`src/rtl/rvc_pkg.sv`:
```
package rvc_pkg;

    localparam logic [6:0] OPC_LOAD  = 7'b0000011;
    localparam logic [6:0] OPC_IMM   = 7'b0010011;
    localparam logic [6:0] OPC_STORE = 7'b0100011;
    localparam logic [6:0] OPC_REG   = 7'b0110011;
    localparam logic [6:0] OPC_LUI   = 7'b0110111;
    localparam logic [6:0] OPC_BR    = 7'b1100011;
    localparam logic [6:0] OPC_JALR  = 7'b1100111;
    localparam logic [6:0] OPC_JAL   = 7'b1101111;
    localparam logic [31:0] INSN_BRK = 32'h0010_0073;

    typedef struct packed {
        logic [31:0] insn;
        logic        bad;
    } xlat_t;

    localparam xlat_t XLAT_BAD = '{insn: '0, bad: 1'b1};

    function automatic xlat_t good(input logic [31:0] insn);
        return '{insn: insn, bad: 1'b0};
    endfunction

    // compressed 3-bit register field names x8..x15
    function automatic logic [4:0] creg(input logic [2:0] f);
        return {2'b01, f};
    endfunction

    function automatic logic [31:0] fmt_i(input logic [11:0] imm, input logic [4:0] rs1,
                                          input logic [2:0] f3, input logic [4:0] rd,
                                          input logic [6:0] opc);
        return {imm, rs1, f3, rd, opc};
    endfunction

    function automatic logic [31:0] fmt_s(input logic [11:0] imm, input logic [4:0] rs2,
                                          input logic [4:0] rs1, input logic [2:0] f3,
                                          input logic [6:0] opc);
        return {imm[11:5], rs2, rs1, f3, imm[4:0], opc};
    endfunction

    function automatic logic [31:0] fmt_r(input logic [6:0] f7, input logic [4:0] rs2,
                                          input logic [4:0] rs1, input logic [2:0] f3,
                                          input logic [4:0] rd, input logic [6:0] opc);
        return {f7, rs2, rs1, f3, rd, opc};
    endfunction

    function automatic logic [31:0] fmt_b(input logic [12:1] ofs, input logic [4:0] rs1,
                                          input logic [2:0] f3);
        return {ofs[12], ofs[10:5], 5'd0, rs1, f3, ofs[4:1], ofs[11], OPC_BR};
    endfunction

    function automatic logic [31:0] fmt_j(input logic [20:1] ofs, input logic [4:0] rd);
        return {ofs[20], ofs[10:1], ofs[11], ofs[19:12], rd, OPC_JAL};
    endfunction

endpackage

```
`src/rtl/rvc_quad0.sv`:
```
module rvc_quad0
    import rvc_pkg::*;
(
    input  logic [15:2] hw_i,
    output xlat_t       res_o
);
    logic [4:0]  rb;
    logic [4:0]  rv;
    logic [9:0]  sp_ofs;
    logic [6:0]  w_ofs;
    logic [11:0] b_ofs;
    logic [11:0] h_ofs;

    always_comb begin
        rb     = creg(hw_i[9:7]);
        rv     = creg(hw_i[4:2]);
        sp_ofs = {hw_i[10:7], hw_i[12:11], hw_i[5], hw_i[6], 2'b00};
        w_ofs  = {hw_i[5], hw_i[12:10], hw_i[6], 2'b00};
        b_ofs  = {10'd0, hw_i[5], hw_i[6]};
        h_ofs  = {10'd0, hw_i[5], 1'b0};
        res_o  = XLAT_BAD;
        unique case (hw_i[15:13])
            3'b000: if (sp_ofs != '0) res_o = good(fmt_i({2'b00, sp_ofs}, 5'd2, 3'b000, rv, OPC_IMM));
            3'b010: res_o = good(fmt_i({5'd0, w_ofs}, rb, 3'b010, rv, OPC_LOAD));
            3'b110: res_o = good(fmt_s({5'd0, w_ofs}, rv, rb, 3'b010, OPC_STORE));
            3'b100: begin
                unique case (hw_i[12:10])
                    3'b000: res_o = good(fmt_i(b_ofs, rb, 3'b100, rv, OPC_LOAD));
                    3'b001: res_o = good(fmt_i(h_ofs, rb, hw_i[6] ? 3'b001 : 3'b101, rv, OPC_LOAD));
                    3'b010: res_o = good(fmt_s(b_ofs, rv, rb, 3'b000, OPC_STORE));
                    3'b011: if (!hw_i[6]) res_o = good(fmt_s(h_ofs, rv, rb, 3'b001, OPC_STORE));
                    default: res_o = XLAT_BAD;
                endcase
            end
            default: res_o = XLAT_BAD;
        endcase
    end
endmodule

```
`src/rtl/rvc_quad1.sv`:
```
module rvc_quad1
    import rvc_pkg::*;
(
    input  logic [15:2] hw_i,
    output xlat_t       res_o
);
    logic [4:0]  rd;
    logic [4:0]  rdc;
    logic [4:0]  rsc;
    logic [11:0] simm;
    logic [11:0] sp16;
    logic [19:0] uimm;
    logic [20:1] jofs;
    logic [12:1] bofs;
    logic [2:0]  alu_f3;

    always_comb begin
        rd   = hw_i[11:7];
        rdc  = creg(hw_i[9:7]);
        rsc  = creg(hw_i[4:2]);
        simm = {{6{hw_i[12]}}, hw_i[12], hw_i[6:2]};
        sp16 = {{2{hw_i[12]}}, hw_i[12], hw_i[4:3], hw_i[5], hw_i[2], hw_i[6], 4'b0000};
        uimm = {{14{hw_i[12]}}, hw_i[12], hw_i[6:2]};
        jofs = {{9{hw_i[12]}}, hw_i[12], hw_i[8], hw_i[10:9], hw_i[6], hw_i[7], hw_i[2],
                hw_i[11], hw_i[5:3]};
        bofs = {{4{hw_i[12]}}, hw_i[12], hw_i[6:5], hw_i[2], hw_i[11:10], hw_i[4:3]};
        unique case (hw_i[6:5])
            2'b00:   alu_f3 = 3'b000;
            2'b01:   alu_f3 = 3'b100;
            2'b10:   alu_f3 = 3'b110;
            default: alu_f3 = 3'b111;
        endcase
        res_o = XLAT_BAD;
        unique case (hw_i[15:13])
            3'b000: res_o = good(fmt_i(simm, rd, 3'b000, rd, OPC_IMM));
            3'b001: res_o = good(fmt_j(jofs, 5'd1));
            3'b010: res_o = good(fmt_i(simm, 5'd0, 3'b000, rd, OPC_IMM));
            3'b011: begin
                if (!hw_i[12] && hw_i[6:2] == 5'd0) res_o = XLAT_BAD;
                else if (rd == 5'd2)              res_o = good(fmt_i(sp16, 5'd2, 3'b000, 5'd2, OPC_IMM));
                else                              res_o = good({uimm, rd, OPC_LUI});
            end
            3'b100: begin
                unique case (hw_i[11:10])
                    2'b00, 2'b01: begin
                        if (!hw_i[12])
                            res_o = good(fmt_r({1'b0, hw_i[10], 5'd0}, hw_i[6:2], rdc, 3'b101, rdc, OPC_IMM));
                    end
                    2'b10: res_o = good(fmt_i(simm, rdc, 3'b111, rdc, OPC_IMM));
                    default: begin
                        if (!hw_i[12]) begin
                            res_o = good(fmt_r(hw_i[6:5] == 2'b00 ? 7'h20 : 7'h00, rsc, rdc, alu_f3, rdc, OPC_REG));
                        end else if (hw_i[6:5] == 2'b10) begin
                            res_o = good(fmt_r(7'h01, rsc, rdc, 3'b000, rdc, OPC_REG));
                        end else if (hw_i[6:5] == 2'b11) begin
                            unique case (hw_i[4:2])
                                3'b000:  res_o = good(fmt_i(12'd255, rdc, 3'b111, rdc, OPC_IMM));
                                3'b001:  res_o = good(fmt_r(7'h30, 5'd4, rdc, 3'b001, rdc, OPC_IMM));
                                3'b010:  res_o = good(fmt_r(7'h04, 5'd0, rdc, 3'b100, rdc, OPC_REG));
                                3'b011:  res_o = good(fmt_r(7'h30, 5'd5, rdc, 3'b001, rdc, OPC_IMM));
                                3'b101:  res_o = good(fmt_i(12'hFFF, rdc, 3'b100, rdc, OPC_IMM));
                                default: res_o = XLAT_BAD;
                            endcase
                        end
                    end
                endcase
            end
            3'b101:  res_o = good(fmt_j(jofs, 5'd0));
            default: res_o = good(fmt_b(bofs, rdc, {2'b00, hw_i[13]}));
        endcase
    end
endmodule

```
`src/rtl/rvc_quad2.sv`:
```
module rvc_quad2
    import rvc_pkg::*;
(
    input  logic [15:2] hw_i,
    output xlat_t       res_o
);
    logic [4:0]  rd;
    logic [4:0]  rs2;
    logic [11:0] ld_ofs;
    logic [11:0] st_ofs;

    always_comb begin
        rd     = hw_i[11:7];
        rs2    = hw_i[6:2];
        ld_ofs = {4'd0, hw_i[3:2], hw_i[12], hw_i[6:4], 2'b00};
        st_ofs = {4'd0, hw_i[8:7], hw_i[12:9], 2'b00};
        res_o  = XLAT_BAD;
        unique case (hw_i[15:13])
            3'b000: if (!hw_i[12]) res_o = good(fmt_r(7'h00, rs2, rd, 3'b001, rd, OPC_IMM));
            3'b010: if (rd != 5'd0) res_o = good(fmt_i(ld_ofs, 5'd2, 3'b010, rd, OPC_LOAD));
            3'b110: res_o = good(fmt_s(st_ofs, rs2, 5'd2, 3'b010, OPC_STORE));
            3'b100: begin
                if (!hw_i[12]) begin
                    if (rs2 != 5'd0)     res_o = good(fmt_r(7'h00, rs2, 5'd0, 3'b000, rd, OPC_REG));
                    else if (rd != 5'd0) res_o = good(fmt_i(12'd0, rd, 3'b000, 5'd0, OPC_JALR));
                end else begin
                    if (rs2 != 5'd0)     res_o = good(fmt_r(7'h00, rs2, rd, 3'b000, rd, OPC_REG));
                    else if (rd != 5'd0) res_o = good(fmt_i(12'd0, rd, 3'b000, 5'd1, OPC_JALR));
                    else                 res_o = good(INSN_BRK);
                end
            end
            default: res_o = XLAT_BAD;
        endcase
    end
endmodule

```
`src/rtl/rvc_expander.sv`:
```
module rvc_expander
    import rvc_pkg::*;
#(
    parameter bit REG_OUT = 1'b1
) (
    input  logic        clk_i,
    input  logic        rst_ni,
    input  logic [31:0] word_i,
    output logic [31:0] insn_o,
    output logic        illegal_o
);
    xlat_t res_q0;
    xlat_t res_q1;
    xlat_t res_q2;
    xlat_t out_d;
    xlat_t out_q;

    rvc_quad0 i_quad0 (.hw_i(word_i[15:2]), .res_o(res_q0));
    rvc_quad1 i_quad1 (.hw_i(word_i[15:2]), .res_o(res_q1));
    rvc_quad2 i_quad2 (.hw_i(word_i[15:2]), .res_o(res_q2));

    always_comb begin
        unique case (word_i[1:0])
            2'b00:   out_d = res_q0;
            2'b01:   out_d = res_q1;
            2'b10:   out_d = res_q2;
            default: out_d = good(word_i);
        endcase
        if (out_d.bad) out_d.insn = '0;
    end

    generate
        if (REG_OUT) begin : g_reg
            always_ff @(posedge clk_i or negedge rst_ni) begin
                if (!rst_ni) out_q <= '{insn: '0, bad: 1'b0};
                else         out_q <= out_d;
            end

            a_r2_passthru: assert property (@(posedge clk_i) disable iff (!rst_ni)
                (word_i[1:0] == 2'b11) |=> (insn_o == $past(word_i) && !illegal_o));

            a_r3_bad_is_zero: assert property (@(posedge clk_i) disable iff (!rst_ni)
                illegal_o |-> (insn_o == 32'd0));

            a_r3_zero_half: assert property (@(posedge clk_i) disable iff (!rst_ni)
                (word_i[15:0] == 16'd0) |=> illegal_o);

            a_r2_full_length: assert property (@(posedge clk_i) disable iff (!rst_ni)
                (!illegal_o && $past(rst_ni)) |-> (insn_o[1:0] == 2'b11));

            a_r8_branch_x0: assert property (@(posedge clk_i) disable iff (!rst_ni)
                (word_i[1:0] == 2'b01 && word_i[15:14] == 2'b11) |=>
                (insn_o[6:0] == OPC_BR && insn_o[24:20] == 5'd0 &&
                 insn_o[19:15] == {2'b01, $past(word_i[9:7])}));

            a_r10_ebreak: assert property (@(posedge clk_i) disable iff (!rst_ni)
                (word_i[15:0] == 16'h9002) |=> (insn_o == INSN_BRK && !illegal_o));
        end else begin : g_comb
            assign out_q = out_d;
        end
    endgenerate

    assign insn_o    = out_q.insn;
    assign illegal_o = out_q.bad;
endmodule

```
`config.mk`:
```
export PLATFORM = sky130hd
export DESIGN_NAME = rvc_expander
export DESIGN_NICKNAME = d
export VERILOG_FILES = /design/src/rtl/rvc_pkg.sv /design/src/rtl/rvc_quad0.sv /design/src/rtl/rvc_quad1.sv /design/src/rtl/rvc_quad2.sv /design/src/rtl/rvc_expander.sv
export SDC_FILE = /design/constraint.sdc
export NUM_CORES = 1
export LEC_CHECK = 0
export ABC_CLOCK_PERIOD_IN_PS = 800
export BUFFER_PORTS_ARGS = -buffer_cell sky130_fd_sc_hd__clkbuf_2
export CAP_MARGIN = 0
export CORE_ASPECT_RATIO = 2
export CORE_MARGIN = 2
export CORE_UTILIZATION = 45
export DETAILED_ROUTE_END_ITERATION = 12
export PLACE_DENSITY = 0.8
export SYNTH_ARGS = -nofsm -noshare
export SYNTH_HDL_FRONTEND = slang
export SYNTH_HIERARCHICAL = 1
export SYNTH_SLANG_ARGS = --single-unit
```
`constraint.sdc`:
```
create_clock -name clk_i -period 0.8 [get_ports clk_i]
set_input_delay 0.08 -clock clk_i [delete_from_list [all_inputs] [get_ports clk_i]]
set_output_delay 0.08 -clock clk_i [all_outputs]
set_load 0.02 [all_outputs]
```
==> metrics <==
logic gate share of total power 0.480; critical path's top delay family compound AO/OA/AOI/OAI gates; CTS Buf Count 5; Antenna Cells 0; synth warn 6; die area 0.00925 sq mm; Leakage 2.84 nW; Final Hold Slack between 200 and 250 ps; slowest cell on the critical path or4_4; Critical Path Max Stage Delay 510 ps; initial core utilization 0.462; drt total wl roughly 19000 um; synth top area cells dfrtp_1 (22%), mux4_2 (17%), nor2b_1 (5.3%), nand2_1 (4.0%), buf_4 (3.7%); max_cap viols 0; Unique masters post-synth 75; DRC 0; FF+latch count, synth 33; I/O pin cnt between 60 and 70; hold path depth 3; top cell type's share of synthesized area 0.217; Place WS -1360 ps; Final ANT Viol Nets 0; final hold violation count 0; Layout Utilization 0.746; met3 global-route usage 0.0458; Worst-path clk slew roughly 60 ps; setup violators final 66; Buf/Inv on CP 4; post-synthesis mux area share 0.201; Buffers on Ports 66; CTS Buffer Depth 2; GR Overflow Total 0; XOR/XNOR share of the synthesized area 0.00230; pwr/cell area 1190 mW/mm^2; Synth Area in Adders 0; Final Cycle Share 2.40; Post-Syn Instances 427; failing checks negative setup slack; sw frac 0.348; Max Fclk 0.520 GHz; DR pass1 iterations 5; CP Data Arrival Time 2090 ps; GPL Wtd Cong around 0.98; Nets approximately 660; Clk pwr share 0.255; total negative slack -38390 ps; Syn Area/Cell around 8.9 sq um; clk sinks 33; antenna violations before repair 0; dominant cell type by area after synthesis dfrtp_1; CP Cell Sequence clkbuf_8 -> buf_6 -> or4_4 -> o21bai_2 -> a21o_1 -> mux2i_4 -> o22ai_4 -> buf_6 -> clkbuf_16 -> nor2b_1; CTS tree done; Cell Area, Synth around 0.0038 sq mm; Int Pwr between 4 and 5 mW; Most used DFF post-synth dfrtp_1; RSZ-0062 raised after global routing yes; Worst Hold Class in -> reg; simple-gate share of the synthesized area 0.263; Vias ~4600; compound-cell area share of the yosys netlist 0.220; Root Buffer clkbuf_16; CP Capture Type register; worst slew pin tran between 400 and 500 ps; fin. max-slew vios 0; placed inst area 0.00519 sq mm; vias in the first global route approximately 4700; post-DR wirelength/cell about 26 um; Die W between 60 and 70 um; minimum clock period a little under 2000 ps; VDD IR-drop max slightly above 0.7 mV; All-Layer GR Usage 0.375; sequential share of power 0.265; Finished Cell Area about 0.0061 sq mm; pin count of the biggest net entering global routing 34; sequential area share after synthesis 0.217; Initial DRC Count approximately 550; FFs w/ async S/R, synth 1.00; area growth from synthesis to layout 61.5%; met2 Usage GRT 0.701; Final WS setup -1120 ps; Most common cell on crit path buf_6; switching power approximately 2.5 mW; status finished with violations; WP data required roughly 960 ps; main combinational cell family by area after synthesis simple AND/OR/NAND/NOR gates; Core Region about 0.0082 sq mm; startpoint type of the worst setup path input port; dpl hpwl 13200 um; most crowded layer after global routing met2; M1 GR Usage 0.362; critical path depth in cells 10; crit path max fanout 8; first-pass GRT wire length approximately 26000 um; share of cells above drive strength 1 0.529; chip height 134 um; worst setup path class in -> reg; EDFF count, synth 0; H-tree level count 2; worst rel slew slack 0.676; Site Rows 47; vias per cell approximately 6.4
[synth_stat cells, drive strengths merged, types with 9 or more instances]
library cell / number
nor3b: 9
buf: 32
clkbuf: 19
nand2: 41
dfrtp: 33
a21oi: 22
and2: 10
mux4: 30
nor3: 11
nor2b: 36
nor2: 19
o21ai: 22
nand3: 9
inv: 14
[power by group through the flow]
| stage | clock [mW] | sequential, mW | combinational (mW) |
|---|---|---|---|
| 5_1_grt | 1.92 | 1.94 | 3.64 |
| 3_3_place_gp | 0 | 1.91 | 2.70 |
| 6_report | 1.86 | 1.93 | 3.51 |
| 2_1_floorplan | 0 | 2.14 | 1.31 |
| 3_5_place_dp | 0 | 1.92 | 2.74 |
| 4_1_cts | 1.85 | 1.89 | 3.00 |
[state kept, by name, summed over array words and instances (netlist names)]
name	count
insn_o	32
illegal_o	1
[routing by layer]
metal	wire length, um	up-vias
li1	-	1962
met1	5680	2225
met2	10000	329
met3	1190	111
met4	1670	0
met5	0	-
[cells by family (layout without fill, tap and decap cells)]
| family | after synthesis | count (layout) |
|---|---|---|
| other cells | 2 | 12 |
| compound gates | 117 | 117 |
| simple gates | 171 | 171 |
| flops | 33 | 33 |
| buf+inv | 65 | 250 |
| xor+xnor | 1 | 1 |
| mux | 38 | 38 |
[metrics by stage]
stage / total power, mW / std cells
after floorplan: 3.45 / 437
after global placement: 4.61 / 692
after detailed placement: 4.66 / 692
after CTS: 6.75 / 715
after global routing: 7.51 / 720
final: 7.30 / 720
[cell type report]
class | instances | area [sq um]
clock buffers | 6 | 129
flip-flops and latches | 33 | 826
fillers | 589 | 2090
inverters | 14 | 52.6
repair buffers | 228 | 2080
multi-input cells | 339 | 2920
well taps | 98 | 123
clock inverters | 2 | 10.0
[layout by cell type (no fill, tap or decap), types with 9 or more instances in the layout]
cell type  netlist  layout
o21ai_0         11      10
nand2_1         41      36
mux4_2          29      29
nor3_1          10       9
inv_1           12      11
conb_1           2      12
buf_4           19     142
o21ai_1         11       9
a21oi_1         20      17
clkbuf_2         1      21
clkbuf_16        0       9
dfrtp_1         33      33
nor2b_1         32      23
nor2_1          19      15
buf_6            4      40
nor2b_4          4      12
[final timing paths]
kind	start	endpoint	slack [ps]
setup / recovery	word_i[8]	insn_o[9]$_DFF_PN0_	-1120
hold / removal	word_i[29]	insn_o[29]$_DFF_PN0_	240
max in group asynchronous	rst_ni	insn_o[22]$_DFF_PN0_	330
min in group asynchronous	rst_ni	insn_o[28]$_DFF_PN0_	290
[timing repair]
| item | CTS | global route |
|---|---|---|
| setup endpoints to repair | 66 | 66 |
| resized for setup | 50 | 138 |
| hold endpoints to repair | 33 | 0 |
| setup buffers | 12 | 4 |
| hold buffers | 1 | 0 |
| gates cloned | 2 | 2 |
| pin swaps | 14 | 12 |
Note: power is estimated with default switching activity, not from simulation.
